[config.mk]
export PLATFORM = sky130hd
export DESIGN_NAME = prescaled_match_counter
export DESIGN_NICKNAME = d
export VERILOG_FILES = /design/src/rtl/pmc_pkg.sv /design/src/rtl/pmc_prescaler.sv /design/src/rtl/pmc_match.sv /design/src/rtl/pmc_counter.sv /design/src/rtl/prescaled_match_counter.sv
export SDC_FILE = /design/constraint.sdc
export NUM_CORES = 1
export LEC_CHECK = 0
export ABC_CLOCK_PERIOD_IN_PS = 3500
export CAP_MARGIN = 20
export CORE_ASPECT_RATIO = 1.4
export CORE_UTILIZATION = 23
export CTS_CLUSTER_SIZE = 16
export DETAILED_ROUTE_END_ITERATION = 8
export GPL_TIMING_DRIVEN = 0
export MAX_ROUTING_LAYER = met4
export PLACE_DENSITY_LB_ADDON = 0.1
export SYNTH_ARGS = -nofsm -noshare
export SYNTH_HDL_FRONTEND = slang
export SYNTH_HIERARCHICAL = 1
export SYNTH_SLANG_ARGS = --single-unit
[constraint.sdc]
create_clock -name clk -period 3.5 [get_ports clk]
set_input_delay 1.05 -clock clk [delete_from_list [all_inputs] [get_ports clk]]
set_output_delay 1.05 -clock clk [all_outputs]
set_load 0.02 [all_outputs]
[src/rtl/pmc_pkg.sv]
package pmc_pkg;
   typedef enum logic [1:0] {
      MODE_C32 = 2'd0,
      MODE_C16 = 2'd1,
      MODE_CAL = 2'd2,
      MODE_RSV = 2'd3
   } pmc_mode_e;
endpackage

[src/rtl/pmc_prescaler.sv]
module pmc_prescaler #(
   parameter int CODE_W   = 4,
   parameter int MAX_CODE = 10
) (
   input  logic              clk,
   input  logic              rst_n,
   input  logic              run,
   input  logic [CODE_W-1:0] div_sel,
   output logic              strobe
);
   localparam int DIV_W = MAX_CODE;

   if (MAX_CODE < 1) begin : g_bad_min
      $error("pmc_prescaler: MAX_CODE must be at least 1");
   end
   if (MAX_CODE >= (1 << CODE_W)) begin : g_bad_code
      $error("pmc_prescaler: MAX_CODE does not fit in CODE_W bits");
   end

   logic [DIV_W-1:0] div_q;
   logic [DIV_W-1:0] mask;
   logic             code_ok;

   always_ff @(posedge clk or negedge rst_n) begin
      if (!rst_n)    div_q <= '0;
      else if (!run) div_q <= '0;
      else           div_q <= div_q + 1'b1;
   end

   for (genvar i = 0; i < DIV_W; i++) begin : g_mask
      assign mask[i] = (div_sel > CODE_W'(i));
   end

   assign code_ok = (div_sel <= CODE_W'(MAX_CODE));
   assign strobe  = run && code_ok && ((div_q & mask) == mask);
endmodule

[src/rtl/pmc_match.sv]
module pmc_match
   import pmc_pkg::*;
#(
   parameter int CNT_W  = 32,
   parameter int HALF_W = 16
) (
   input  logic [CNT_W-1:0] count_q,
   input  logic [CNT_W-1:0] cmp,
   input  pmc_mode_e        mode,
   output logic             hit
);
   logic hit_full;
   logic hit_half;

   assign hit_full = (count_q == cmp);
   assign hit_half = (count_q[HALF_W-1:0] == cmp[HALF_W-1:0]);
   assign hit      = (mode == MODE_C16) ? hit_half : hit_full;
endmodule

[src/rtl/pmc_counter.sv]
module pmc_counter
   import pmc_pkg::*;
#(
   parameter int CNT_W  = 32,
   parameter int HALF_W = 16
) (
   input  logic             clk,
   input  logic             rst_n,
   input  logic             strobe,
   input  pmc_mode_e        mode,
   input  logic             clr_en,
   input  logic             hit,
   output logic [CNT_W-1:0] count_q,
   output logic             pulse_q
);
   localparam int UP_W = CNT_W - HALF_W;

   if (HALF_W >= CNT_W || HALF_W < 1) begin : g_bad_half
      $error("pmc_counter: HALF_W must be between 1 and CNT_W-1");
   end

   logic [CNT_W-1:0]  nxt;
   logic [HALF_W-1:0] low_inc;
   logic              pulse_d;

   assign low_inc = count_q[HALF_W-1:0] + 1'b1;

   always_comb begin
      nxt     = count_q;
      pulse_d = 1'b0;
      if (strobe) begin
         unique case (mode)
            MODE_C32: begin
               nxt     = (hit && clr_en) ? '0 : count_q + 1'b1;
               pulse_d = hit;
            end
            MODE_C16: begin
               nxt     = {{UP_W{1'b0}}, low_inc};
               pulse_d = hit;
            end
            default: nxt = count_q;
         endcase
      end
   end

   always_ff @(posedge clk or negedge rst_n) begin
      if (!rst_n) begin
         count_q <= '0;
         pulse_q <= 1'b0;
      end else begin
         count_q <= nxt;
         pulse_q <= pulse_d;
      end
   end

   // without a step the count must not move
   a_r4_hold_without_step: assert property (@(posedge clk) disable iff (!rst_n)
      !strobe |=> $stable(count_q));
   // a plain mode 0 step adds one
   a_r5_step_adds_one: assert property (@(posedge clk) disable iff (!rst_n)
      (strobe && mode == MODE_C32 && !(hit && clr_en))
      |=> count_q == $past(count_q) + {{(CNT_W-1){1'b0}}, 1'b1});
   // 16-bit mode keeps upper half at zero
   a_r6_upper_zero: assert property (@(posedge clk) disable iff (!rst_n)
      (strobe && mode == MODE_C16) |=> count_q[CNT_W-1:HALF_W] == '0);
   // calendar and reserved modes hold and stay silent
   a_r7_mode_hold: assert property (@(posedge clk) disable iff (!rst_n)
      (strobe && (mode == MODE_CAL || mode == MODE_RSV)) |=> ($stable(count_q) && !pulse_q));
   // clear on a matching step in mode 0
   a_r8_clear_on_hit: assert property (@(posedge clk) disable iff (!rst_n)
      (strobe && mode == MODE_C32 && clr_en && hit) |=> count_q == '0);
   // a pulse always follows a step
   a_r11_pulse_after_step: assert property (@(posedge clk) disable iff (!rst_n)
      pulse_q |-> $past(strobe));
endmodule

[src/rtl/prescaled_match_counter.sv]
module prescaled_match_counter
   import pmc_pkg::*;
#(
   parameter int CNT_W    = 32,
   parameter int HALF_W   = 16,
   parameter int CODE_W   = 4,
   parameter int MAX_CODE = 10
) (
   input  logic              clk,
   input  logic              rst_n,
   input  logic              run,
   input  logic [CODE_W-1:0] div_sel,
   input  logic [1:0]        op_mode,
   input  logic              clr_on_match,
   input  logic [CNT_W-1:0]  cmp0,
   output logic [CNT_W-1:0]  count,
   output logic              match_pulse
);
   pmc_mode_e mode;
   logic      strobe;
   logic      hit;
   logic      clr_en;

   assign mode   = pmc_mode_e'(op_mode);
   assign clr_en = clr_on_match && (mode == MODE_C32 || mode == MODE_CAL);

   pmc_prescaler #(.CODE_W(CODE_W), .MAX_CODE(MAX_CODE)) u_pre (
      .clk(clk), .rst_n(rst_n), .run(run), .div_sel(div_sel), .strobe(strobe));

   pmc_match #(.CNT_W(CNT_W), .HALF_W(HALF_W)) u_match (
      .count_q(count), .cmp(cmp0), .mode(mode), .hit(hit));

   pmc_counter #(.CNT_W(CNT_W), .HALF_W(HALF_W)) u_cnt (
      .clk(clk), .rst_n(rst_n), .strobe(strobe), .mode(mode), .clr_en(clr_en),
      .hit(hit), .count_q(count), .pulse_q(match_pulse));

   // reset leaves the outputs clear
   a_r1_reset_clear: assert property (@(posedge clk)
      !rst_n |=> (!rst_n || (count == '0 && !match_pulse)));
endmodule

# Word level (Yosys, flattened, before mapping)
# Cells that the tools add are included.
# W data, S select, Z words.
# totals
input_bits	42
register_bits	43
wordCells	38
output_inout_bits	33
# op_classes
n_reduce_logical	9
n_eq_ne	5
bitwise_logic	1
muxes	6
n_lt_le_gt_ge	11
n_addsub	3
# op_table
op	count
$pmux W32 S2	1
$add A32 B1 Y32 const B	1
$eq A32 B32 Y1	1
$mux W32	1
$add A16 B1 Y16 const B	1
$eq A16 B16 Y1	1
$gt A4 B3 Y1 const B	4
$add A10 B1 Y10 const B	1
$and A10 B10 Y10	1
$eq A10 B10 Y1	1
$mux W10	1
$gt A4 B1 Y1 const B	2
$gt A4 B2 Y1 const B	2
$gt A4 B4 Y1 const B	2
$le A4 B4 Y1 const B	1
$logic_and A1 B1 Y1	4
$mux W1	3
$eq A2 B1 Y1 const B	1
$eq A2 B2 Y1 const B	1
$logic_not A2 Y1	1
$reduce_and A2 Y1	1
$reduce_bool A2 Y1	1
$reduce_or A2 Y1	1
$logic_or A1 B1 Y1	1

# Longest topological paths before layout
# depth
word_depth	6
ltp_mapped	10
mapped_depth_nobuf	8

# Cells and area by module
# The synthesis kept the hierarchy.
# modules_own_cells
mod	cells_per_inst	area_per_inst_um2	seq_area_each_um2	n_inst
pmc_counter	203	1866.8	825.8	1
pmc_prescaler	58	593.1	250.2	1
pmc_match	44	354.1	0.0	1
prescaled_match_counter	1	13.8	0.0	1

# Worst setup path before layout
# OpenSTA, ideal clock, no wires.
# synth_timing
kind	input to register
from	in div_sel[2]
to	reg u_cnt.count_q[22]
path_stages	9
setup_time_ps	78
setup_slack_ps	148
t_required_ps	3422
arrival_time_ps	3274
n_path_buf	2
path_cell_list	or3_4 > a31o_1 > a2111oi_2 > and4b_1 > buf_2 > nand2_1 > buf_2 > or4_1 > a21boi_1
# synth_between
elab_chain_len	5
word_cells_on_any_way	16
classes_between	order compare (11); eq/ne (1); bitwise (1); reduce/logical (3)
# synth_rtl
item	line	text
from (decl)	prescaled_match_counter.sv:12	input logic [CODE_W-1:0] div_sel,
$gt A4 B1 Y1 (tied with other cells)	pmc_prescaler.sv:31	assign mask[i] = (div_sel > CODE_W'(i));
$and A10 B10 Y10	pmc_prescaler.sv:35	assign strobe = run && code_ok && ((div_q & mask) == mask);
$eq A10 B10 Y1	pmc_prescaler.sv:35	
$logic_and A1 B1 Y1 (*)	pmc_prescaler.sv:35	
via strobe	prescaled_match_counter.sv:20	logic strobe;
$reduce_and A2 Y1 (no line) (*)	n/a	
to (signal assigned)	pmc_counter.sv:51	count_q <= nxt;
to (decl)	pmc_counter.sv:13	output logic [CNT_W-1:0] count_q,
# Mark *: on every way through the listed nets, which the timed path passes. The rest lies on a longest branch.
# A chain may end at the register's enable or synchronous reset.

# Final worst setup path
# layout_timing
from	in div_sel[2]
to	reg u_cnt.count_q[16]
# The elaborated chain is that of the path after synthesis.

==> run summary <==
gp weighted congestion - 0.751
leakage - 0.00166 uW
Critical Path RT - 3710 ps
Cells after Synth - 306
Reg2Reg Depth - 10
switching power share of the total - 0.233
Initial Util - 0.238
kind of cell adding the most delay to the critical path - simple AND/OR/NAND/NOR gates
Max Fclk - 294 MHz
sequential share of the synthesized area - 0.381
cell at the slowest stage of the critical path - or4_1
r2r setup slk - 700 ps
final wirelength - 8.49 mm
H-tree depth - 2
Final WS setup - 104 ps
global route overflow - 0
fill count - 1245
Critical Path Source Type - input pin
DRT Pass-1 Iters - 4
Tcrit/Tclk final - 0.970
fin util - 0.338
Setup Skew - 4.50 ps
die width - 95.7 um
DP HPWL - 6.59 mm
WL met1 - 3.76 mm
largest cells by area after synthesis - dfrtp_1, xor2_1, xnor2_1
clock buffer depth - 2
Distinct cells, synth - 48
reg2reg end - u_cnt/count_q[16]$_DFFE_PN0P_
Hold Path Depth - 1
Slew Viols, Final - 0
Worst VDD drop - 146 uV
TritonCTS clock tree - yes
DR DRC count - 0
Post-Place Worst Slack - -931 ps
sequential power share - 0.474
CP Buf/Inv Count - 3
Max Cap Viol - 0
DR vias/cell - 4.86
clock share of power - 0.407
number of setup violations in the final report - 0
Post-synth ARST share - 1.00
Core ar. - 0.0119 sq mm
Combinational Power Share - 0.119
CP startpoint - div_sel[2]
r2r startpoint - u_pre/div_q[2]$_DFF_PN0_
Fin Setup TNS - 0 ps
chip height - 133 um
DP Area - 0.00377 sq mm
P_sw - 254 uW
dominant cell type by area after synthesis - dfrtp_1
number of antenna violations at the first check in global routing - 0
Initial DRC Count - 64
area of the multi-input gates - 0.00177 sq mm
WP data arrival - 3610 ps
die area - 0.0127 sq mm
cell area after synthesis - 0.00283 sq mm
Top Ports - 75
Power Density - 271 mW/mm^2
Critical Path Stages - 10
Num Clock Sinks - 43
Worst Hold Class - reg2reg
share of the synthesized area in the top cell type - 0.381
number of global-route vias before repair - 2606
minimum clock period - 3400 ps
most common cell in the netlist - dfrtp_1
number of flops mapped to enable cells by yosys - 0
CP Capture Type - register
met2 wire length - 4.26 mm
worst slew pin tran - 801 ps
top sig layer - met4
final net count - 433
CP Cell Sequence - dlygate4sd2_1 > or3_4 > a31o_1 > a2111oi_4 > and4b_1 > buf_6 > nand2_2 > buf_8 > or4_1 > a21boi_1
RSZ-0062 raised after global routing - false
CTS buffer count - 5
Routed Antenna Nets - 0
Synthesized Nets - 350
Ys Warns - 6
Antenna Cells - 0
worst skew pair latency - 290 ps
Port Buf Inserts - 74
row cnt - 47
share of layout cells above drive strength 1 - 0.0954
routed vias - 2601
wire per inst - 15.9 um
Setup crit end - u_cnt/count_q[16]$_DFFE_PN0P_
cell internal pwr - 835 uW
Clock transition at path regs - 60 ps
sequential standard cell area - 0.00108 sq mm
Final Hold Fails - 0
ys flop type - dfrtp_1
All-Layer GR Usage - 0.145
worst-path fanout max - 9
Yosys reg bits - 43
Final Power - 1090 uW
Design Area, Final - 0.00402 sq mm
synth cell count leaders - dfrtp_1, xor2_1, nand2_1, nand3_1, nor4_1
WS Path Type - in2reg
P&R area growth vs syn - 42.0%
CP peak stage delay - 470 ps
Synth Area per Inst - 9.24 sq um
CTS root buf - clkbuf_16
normalized max-slew margin - 0.461
pin count of the biggest net entering global routing - 28
run status - complete, no violations
global-route wire length before repair - 13.8 mm
met3 WL post-DR - 332 um
-- worst reg2reg max path, delay by kind of cell (launching register included) --
kind	cells	cell delay, ps
AO/OA/AOI/OAI	3	830
flip-flops	1	410
AND/OR/NAND/NOR	5	1200
buffers and inverters	2	270
-- layout make-up --
type,instances,share of cell area
multi-input combinational,246,0.440
sequential,43,0.268
timing repair buffer,78,0.193
tap,147,0.0458
clock buffer,6,0.0321
buffer,9,0.0159
inverter,6,0.00561
-- sequential cells by signal, summed over array words and instances, names as in the netlist --
signal,count
u_pre/div_q,10
u_cnt/pulse_q,1
u_cnt/count_q,32
-- cells in the final DEF (no fill, tap or decap), types with 2 or more instances in the layout --
cell type and count:
nand2_1 24, nand3b_1 3, nor4_1 11, clkbuf_1 4, and3_1 4, nand3_1 16
mux2i_1 7, o22ai_1 2, nor2b_1 3, clkdlybuf4s50_1 70, o21ai_0 5, nor4_2 4
buf_2 3, dlygate4sd2_1 2, nor3_1 5, nand2b_1 13, nand4_1 13, nor2b_4 2
xnor2_1 12, a21oi_1 5, mux2_2 2, and2_1 11, o31ai_1 6, clkbuf_16 5
ha_1 2, buf_4 3, or4_1 6, o41ai_1 3, and4_1 3, or3_1 4
dfrtp_1 43, a21boi_0 3, o311ai_0 3, a21boi_1 3, inv_1 6, nor2_1 13
xor2_1 37, buf_6 2
-- cells by family after synthesis --
group                    after synthesis  synth area share
buffers and inverters                 17            0.0270
adder cells (fa/ha/maj)                2           0.00885
XOR/XNOR                              49             0.152
AND/OR/NAND/NOR                      148             0.300
AO/OA/AOI/OAI                         38            0.0987
multiplexers                           9            0.0327
flip-flops                            43             0.381
-- layer usage --
| layer | global-route usage | vias to the layer above |
|---|---|---|
| met5 | - | - |
| met4 | 0.0439 | 0 |
| li1 | - | 1280 |
| met2 | 0.236 | 65 |
| met3 | 0.0245 | 7 |
| met1 | 0.183 | 1249 |
-- timing repair --
action	4_1_cts	5_1_grt
gates resized for setup	20	7
buffers inserted	2	1
hold buffers	0	0
cloned	0	0
endpoints found under the setup margin	30	15
pin swaps	3	5
-- power groups by stage --
| stage | registers [uW] | logic (uW) | clock network [uW] |
|---|---|---|---|
| after floorplan | 528 | 39.2 | 0 |
| after global placement | 526 | 125 | 0 |
| after detailed placement | 526 | 129 | 0 |
| after CTS | 517 | 132 | 463 |
| after global routing | 519 | 143 | 477 |
| final | 516 | 130 | 443 |
-- worst min path at each step --
| stage | startpoint | end | slack [ps] |
|---|---|---|---|
| global placement | u_pre/div_q[0]$_DFF_PN0_ | u_pre/div_q[0]$_DFF_PN0_ | 510 |
| global route | u_pre/div_q[0]$_DFF_PN0_ | u_pre/div_q[0]$_DFF_PN0_ | 550 |
| finish | u_pre/div_q[0]$_DFF_PN0_ | u_pre/div_q[0]$_DFF_PN0_ | 510 |
| CTS | u_pre/div_q[0]$_DFF_PN0_ | u_pre/div_q[0]$_DFF_PN0_ | 520 |
| floorplan | u_pre/div_q[0]$_DFF_PN0_ | u_pre/div_q[0]$_DFF_PN0_ | 470 |
| detailed placement | u_pre/div_q[0]$_DFF_PN0_ | u_pre/div_q[0]$_DFF_PN0_ | 510 |
-- per-stage QoR --
step                      hold slack [ps]  instances
after floorplan                       469        306
after global routing                  546        535
after CTS                             518        535
after detailed placement              508        528
final                                 511        535
after global placement                511        527
(Power assumes the default switching activity.)
